File: config.mk
export PLATFORM = sky130hd
export DESIGN_NAME = intr_chain_node
export DESIGN_NICKNAME = d
export VERILOG_FILES = /design/src/rtl/intr_chain_pkg.sv /design/src/rtl/intr_cfg_regs.sv /design/src/rtl/intr_req_track.sv /design/src/rtl/intr_ack_fsm.sv /design/src/rtl/intr_chain_node.sv
export SDC_FILE = /design/constraint.sdc
export NUM_CORES = 1
export LEC_CHECK = 0
export BUFFER_PORTS_ARGS = -buffer_cell sky130_fd_sc_hd__buf_2
export CORE_MARGIN = 2
export CORE_UTILIZATION = 40
export CTS_CLUSTER_DIAMETER = 120
export DETAILED_ROUTE_END_ITERATION = 10
export PLACE_DENSITY = 0.74
export SYNTH_ARGS = -nofsm -noshare
export SYNTH_HDL_FRONTEND = slang
export SYNTH_SLANG_ARGS = --single-unit
File: constraint.sdc
create_clock -name clk -period 0.9 [get_ports clk]
set_input_delay 0.18 -clock clk [delete_from_list [all_inputs] [get_ports clk]]
set_output_delay 0.18 -clock clk [all_outputs]
set_load 0.02 [all_outputs]
File: src/rtl/intr_chain_pkg.sv
package intr_chain_pkg;

  // Phases of the acknowledge-chain sequencer
  typedef enum logic [1:0] {
    ST_IDLE  = 2'd0,  // waiting for a chained acknowledge cycle
    ST_PASS  = 2'd1,  // token handed downstream
    ST_SERVE = 2'd2,  // this node owns the cycle
    ST_REARM = 2'd3   // waiting for address strobe to rise
  } ack_state_e;

endpackage

File: src/rtl/intr_cfg_regs.sv
module intr_cfg_regs #(
  parameter int LVL_W = 3,
  parameter int VEC_W = 8
) (
  input  logic             clk,
  input  logic             rst_n,
  input  logic             wr_en,
  input  logic [LVL_W-1:0] lvl_in,
  input  logic [VEC_W-1:0] vec_in,
  output logic [LVL_W-1:0] lvl_q,
  output logic [VEC_W-1:0] vec_q
);

  logic [LVL_W-1:0] lvl_d;
  logic [VEC_W-1:0] vec_d;

  always_comb begin
    lvl_d = lvl_q;
    vec_d = vec_q;
    if (wr_en) begin
      lvl_d = lvl_in;
      vec_d = vec_in;
    end
  end

  always_ff @(posedge clk or negedge rst_n) begin
    if (!rst_n) begin
      lvl_q <= '0;
      vec_q <= '0;
    end else begin
      lvl_q <= lvl_d;
      vec_q <= vec_d;
    end
  end

endmodule

File: src/rtl/intr_req_track.sv
module intr_req_track #(
  parameter int LEVELS = 7,
  parameter int LVL_W  = 3
) (
  input  logic              clk,
  input  logic              rst_n,
  input  logic              evt,
  input  logic              arm_ok,
  input  logic              clr,
  input  logic [LVL_W-1:0]  lvl,
  output logic              pend_q,
  output logic [LEVELS-1:0] lines_n
);

  logic pend_d;
  logic lvl_on;

  assign lvl_on = (lvl != '0);

  // Clearing on acknowledge wins over a new event in the same cycle
  always_comb begin
    pend_d = pend_q;
    if (clr) begin
      pend_d = 1'b0;
    end else if (evt && arm_ok && lvl_on) begin
      pend_d = 1'b1;
    end
  end

  always_ff @(posedge clk or negedge rst_n) begin
    if (!rst_n) begin
      pend_q <= 1'b0;
    end else begin
      pend_q <= pend_d;
    end
  end

  // One decoder slice per shared request line
  for (genvar i = 0; i < LEVELS; i++) begin : g_line
    assign lines_n[i] = !(pend_q && (lvl == LVL_W'(i + 1)));
  end

endmodule

File: src/rtl/intr_ack_fsm.sv
module intr_ack_fsm
  import intr_chain_pkg::*;
#(
  parameter int LVL_W = 3
) (
  input  logic             clk,
  input  logic             rst_n,
  input  logic             ack_cyc_n,
  input  logic             as_n,
  input  logic             ds_n,
  input  logic             chain_in_n,
  input  logic [LVL_W-1:0] ack_lvl,
  input  logic [LVL_W-1:0] own_lvl,
  input  logic             pend,
  output logic             chain_out_n,
  output logic             resp_ack_n,
  output logic             serving,
  output logic             arm_ok,
  output logic             clr
);

  ack_state_e state_q, state_d;
  logic       cyc_live;
  logic       lvl_hit;

  assign cyc_live = !ack_cyc_n && !as_n && !ds_n && !chain_in_n;
  assign lvl_hit  = pend && (own_lvl != '0) && (ack_lvl == own_lvl);

  always_comb begin
    state_d = state_q;
    unique case (state_q)
      ST_IDLE: begin
        if (cyc_live) begin
          state_d = lvl_hit ? ST_SERVE : ST_PASS;
        end
      end
      ST_PASS: begin
        if (chain_in_n || as_n) begin
          state_d = ST_IDLE;
        end
      end
      ST_SERVE: begin
        if (ds_n || as_n) begin
          state_d = ST_REARM;
        end
      end
      ST_REARM: begin
        if (as_n) begin
          state_d = ST_IDLE;
        end
      end
      default: state_d = ST_IDLE;
    endcase
  end

  always_ff @(posedge clk or negedge rst_n) begin
    if (!rst_n) begin
      state_q <= ST_IDLE;
    end else begin
      state_q <= state_d;
    end
  end

  // Token drops as soon as upstream lets go, with no edge in between
  assign chain_out_n = (state_q != ST_PASS) || chain_in_n;
  assign resp_ack_n  = (state_q != ST_SERVE);
  assign serving     = (state_q == ST_SERVE);
  assign arm_ok      = (state_q != ST_REARM) && (state_d != ST_REARM);
  assign clr         = (state_q == ST_SERVE) && (state_d == ST_REARM);

endmodule

File: src/rtl/intr_chain_node.sv
module intr_chain_node #(
  parameter  int LEVELS = 7,
  parameter  int VEC_W  = 8,
  localparam int LVL_W  = $clog2(LEVELS + 1)
) (
  input  logic              clk,
  input  logic              rst_n,
  input  logic              evt_i,
  input  logic              cfg_wr_i,
  input  logic [LVL_W-1:0]  cfg_level_i,
  input  logic [VEC_W-1:0]  cfg_vector_i,
  input  logic              ack_cycle_n_i,
  input  logic              addr_strobe_n_i,
  input  logic              data_strobe_n_i,
  input  logic [LVL_W-1:0]  ack_level_i,
  input  logic              chain_in_n_i,
  output logic              chain_out_n_o,
  output logic [LEVELS-1:0] req_lines_n_o,
  output logic              resp_ack_n_o,
  output logic [VEC_W-1:0]  vector_o,
  output logic              vector_oe_o
);

  logic [1:0]       rst_pipe;
  logic             rst_int_n;
  logic [LVL_W-1:0] lvl_q;
  logic [VEC_W-1:0] vec_q;
  logic             pend;
  logic             arm_ok;
  logic             clr;
  logic             serving;

  // Asynchronous assert, synchronous release
  always_ff @(posedge clk or negedge rst_n) begin
    if (!rst_n) begin
      rst_pipe <= '0;
    end else begin
      rst_pipe <= {rst_pipe[0], 1'b1};
    end
  end
  assign rst_int_n = rst_pipe[1];

  intr_cfg_regs #(.LVL_W(LVL_W), .VEC_W(VEC_W)) u_cfg (
    .clk    (clk),
    .rst_n  (rst_int_n),
    .wr_en  (cfg_wr_i),
    .lvl_in (cfg_level_i),
    .vec_in (cfg_vector_i),
    .lvl_q  (lvl_q),
    .vec_q  (vec_q)
  );

  intr_req_track #(.LEVELS(LEVELS), .LVL_W(LVL_W)) u_req (
    .clk     (clk),
    .rst_n   (rst_int_n),
    .evt     (evt_i),
    .arm_ok  (arm_ok),
    .clr     (clr),
    .lvl     (lvl_q),
    .pend_q  (pend),
    .lines_n (req_lines_n_o)
  );

  intr_ack_fsm #(.LVL_W(LVL_W)) u_fsm (
    .clk         (clk),
    .rst_n       (rst_int_n),
    .ack_cyc_n   (ack_cycle_n_i),
    .as_n        (addr_strobe_n_i),
    .ds_n        (data_strobe_n_i),
    .chain_in_n  (chain_in_n_i),
    .ack_lvl     (ack_level_i),
    .own_lvl     (lvl_q),
    .pend        (pend),
    .chain_out_n (chain_out_n_o),
    .resp_ack_n  (resp_ack_n_o),
    .serving     (serving),
    .arm_ok      (arm_ok),
    .clr         (clr)
  );

  assign vector_oe_o = serving;
  assign vector_o    = serving ? vec_q : '0;

endmodule

==> run_results.csv <==
group,metric,value,unit
logic_synthesis,synth_nets,97,
layout,drive_gt1_share,76.1,%
cts,numCtsBuffers,3,
critical_path,cp-start-kind,"flip-flop",
routing,via_count,788,
routing,wl_met2,1.38,mm
logic_synthesis,synth_compound_area_share,5.47,%
logic_synthesis,synth_top_area_share,48.6,%
sta,final-hold-violation-count,0,
routing,drc,0,
floorplan,core-area,1940,sq um
routing,wl,2.50,mm
logic_synthesis,avgSynthCellArea,11.0,sq um
layout,fin_cells,161,
logic_synthesis,yosys-top-cells-area,"dfrtp_1 (49%), mux2_2 (15%), and2_1 (6.1%)",
cts,tritoncts,"built",
floorplan,start_util,42.4,%
cts,cts.path.max_buffers,2,
cts,cts-root-buf,"clkbuf_4",
routing,avgViaCountPerCell,4.89,
floorplan,dieArea,2440,sq um
routing,drtIter0Drc,8,
cts,clkSinkCount,16,
logic_synthesis,syn_area,823,sq um
sta,drv_slew,0,
critical_path,cp.required,0.72,ns
logic_synthesis,synth_warnings,0,
sta,hold_ws,0.126,ns
layout,areaGrowthSynthToFinish,81.8,%
run,cap_violations,0,
cts,htreeDepth,1,
routing,first_pass_iters,4,
logic_synthesis,synth_top_area_cell,"dfrtp_1",
pwr,power_leakage,0.000708,uW
floorplan,rows,16,
placed_design,pre_cts_ws,-0.283,ns
routing,antenna_left,0,
logic_synthesis,synthMuxAreaShare,15.0,%
status,status,"complete, but fails checks",
logic_synthesis,synth-edff-count,0,
logic_synthesis,synth.yosys.seq_area_share,48.6,%
sta,max_clock_freq,0.703,GHz
hold_path,hp-class,"in2reg",
sta,rsz0062_at_grt,"yes",
floorplan,die_h,49.4,um
floorplan,ios,40,
logic_synthesis,syn_inst,75,
logic_synthesis,synthSimpleGateAreaFrac,22.5,%
logic_synthesis,synth-adder-area-share,0,%
routing,wire_per_inst,15.5,um
sta,post-route-period-util,158,%
logic_synthesis,async_reset_ff_share,100,%
critical_path,cp-end-kind,"output pin",
grt,grt_overflow_total,0,
pwr,power_density,1670,nW/um^2
cts,clk_latency,0.28,ns
logic_synthesis,synth_flop_cell,"dfrtp_1",
pwr,ir_drop,1.17,mV
grt,grt_max_degree,15,
grt,grt_pass1_wl,3.62,mm
critical_path,cp_data_arrival_time,1.24,ns
routing,dr_wl_met3,95,um
sta,clock_skew,0.00550,ns
cts,clk_pin_slew,0.10,ns
placed_design,place.gp.congestion,0.842,
placed_design,dp.cells,148,
critical_path,criticalPathCategory,"reg2out",
sta,period_needed,1.42,ns
placed_design,portBuffers,39,
routing,routed.top_layer,"met4",
sta,setup_slack,-0.523,ns
grt,track_usage,19.4,%
layout,antennaDiodeCount,0,
placed_design,dp_hpwl,1.39,mm
grt,grt_pass1_vias,828,
layout,nets,157,
floorplan,die_x,49.4,um
grt,antenna_found_initial,0,
logic_synthesis,synth_top_family_by_area,"simple AND/OR/NAND/NOR gates",
logic_synthesis,ys_types,28,
critical_path,cp_max_fo,6,
status,violations,"negative setup slack",
logic_synthesis,synth_seq_cells,16,
sta,setup_viol,23,
routing,drt-met1-wl,1.00,mm
logic_synthesis,synth_xor_area_share,2.13,%
[per-layer routing]
metal / track usage, % / vias to the layer above
met5: 0 / -
met2: 34.0 / 35
met1: 24.4 / 381
met4: 7.14 / 0
li1: - / 370
met3: 2.15 / 2
[final cells by class]
type	count	area, sq um
multi-input combinational	52	502
tap	27	33.8
sequential	16	402
timing repair buffer	60	513
clock buffer	4	36.3
inverter	2	10.0
fill	126	445
[logic make-up (layout without fill, tap and decap cells)]
family                    count (synthesis)  in the layout
AOI/OAI and AO/OA                         7              7
xor gates and xnor gates                  2              2
buffers and inverters                     7             66
DFF                                      16             16
muxes                                    11             11
other                                     1              1
and+or+nand+nor                          31             31
[sequential cells by signal, indices dropped and copies added, names as in the netlist]
name / count
u_cfg.vec_q: 8
u_req.pend_q: 1
u_fsm.state_q: 2
u_cfg.lvl_q: 3
rst_pipe: 2
[what timing repair did]
item                       in CTS  in global routing
buffers inserted                9                  1
setup endpoints to repair      22                 23
pin swaps                      14                  4
hold endpoints to repair        2                  0
hold buffers                    1                  0
gates cloned                    0                  0
resized for setup              55                 13
[path summary, 6_finish.rpt]
path	to	startpoint	slack (ns)	depth (start not counted)
min in group asynchronous	u_cfg.vec_q[0]$_DFFE_PN0P_	rst_pipe[1]$_DFF_PN0_	0.18	1
max in group asynchronous	u_cfg.lvl_q[0]$_DFFE_PN0P_	rst_pipe[1]$_DFF_PN0_	0.53	1
max reg2reg	u_fsm.state_q[1]$_DFF_PN0_	u_cfg.lvl_q[1]$_DFFE_PN0P_	-0.40	5
min reg2reg	u_cfg.vec_q[0]$_DFFE_PN0P_	rst_pipe[1]$_DFF_PN0_	0.18	1
max	vector_o[4]	u_fsm.state_q[0]$_DFF_PN0_	-0.52	4
min	u_cfg.vec_q[6]$_DFFE_PN0P_	cfg_vector_i[6]	0.13	2
[layout by cell type (no fill, tap or decap), drive strengths merged]
cell         count
o22ai            1
and2             8
mux2            11
nand4            1
dlygate4sd3      1
or2              1
o21ai            1
nor2             2
inv              2
nor4             1
conb             1
a21oi            3
nand2            6
buf             59
nand2b           1
xnor2            2
or3              2
nand3            5
dfrtp           16
a31oi            1
a22o             1
clkbuf           4
and2b            2
nor2b            2
[power by group]
part	switching (uW)	total [uW]	leakage (uW)	internal, uW
clock	221	467	0.0000210	246
combinational	526	1150	0.000500	628
sequential	70.4	877	0.000187	807
total	818	2500	0.000708	1680
[cell usage after synthesis, types with 2 or more instances]
cell type,count
nand3_1,5
nor2b_1,2
dfrtp_1,16
and2_1,8
buf_6,2
buf_2,2
mux2_2,11
inv_1,2
nand2_1,6
xnor2_1,2
a21oi_1,2
[worst max-delay path, cell delays in order, from the launching register on]
cell,delay (ns)
dfrtp_1,0.43
nor2b_4,0.15
buf_6,0.14
and2_4,0.14
buf_6,0.10
[per-stage QoR]
step	TNS (ns)	utilization [%]	cell area, sq um	total power (uW)
3_5_place_dp	-4.31	60.3	1170	1680
3_3_place_gp	-4.00	60.3	1170	1660
4_1_cts	-9.79	74.2	1440	2410
6_report	-10.20	77.1	1500	2500
2_1_floorplan	-3.00	-	886	1400
5_1_grt	-11.26	77.1	1500	2620
Power figures use the tool's default switching activity.
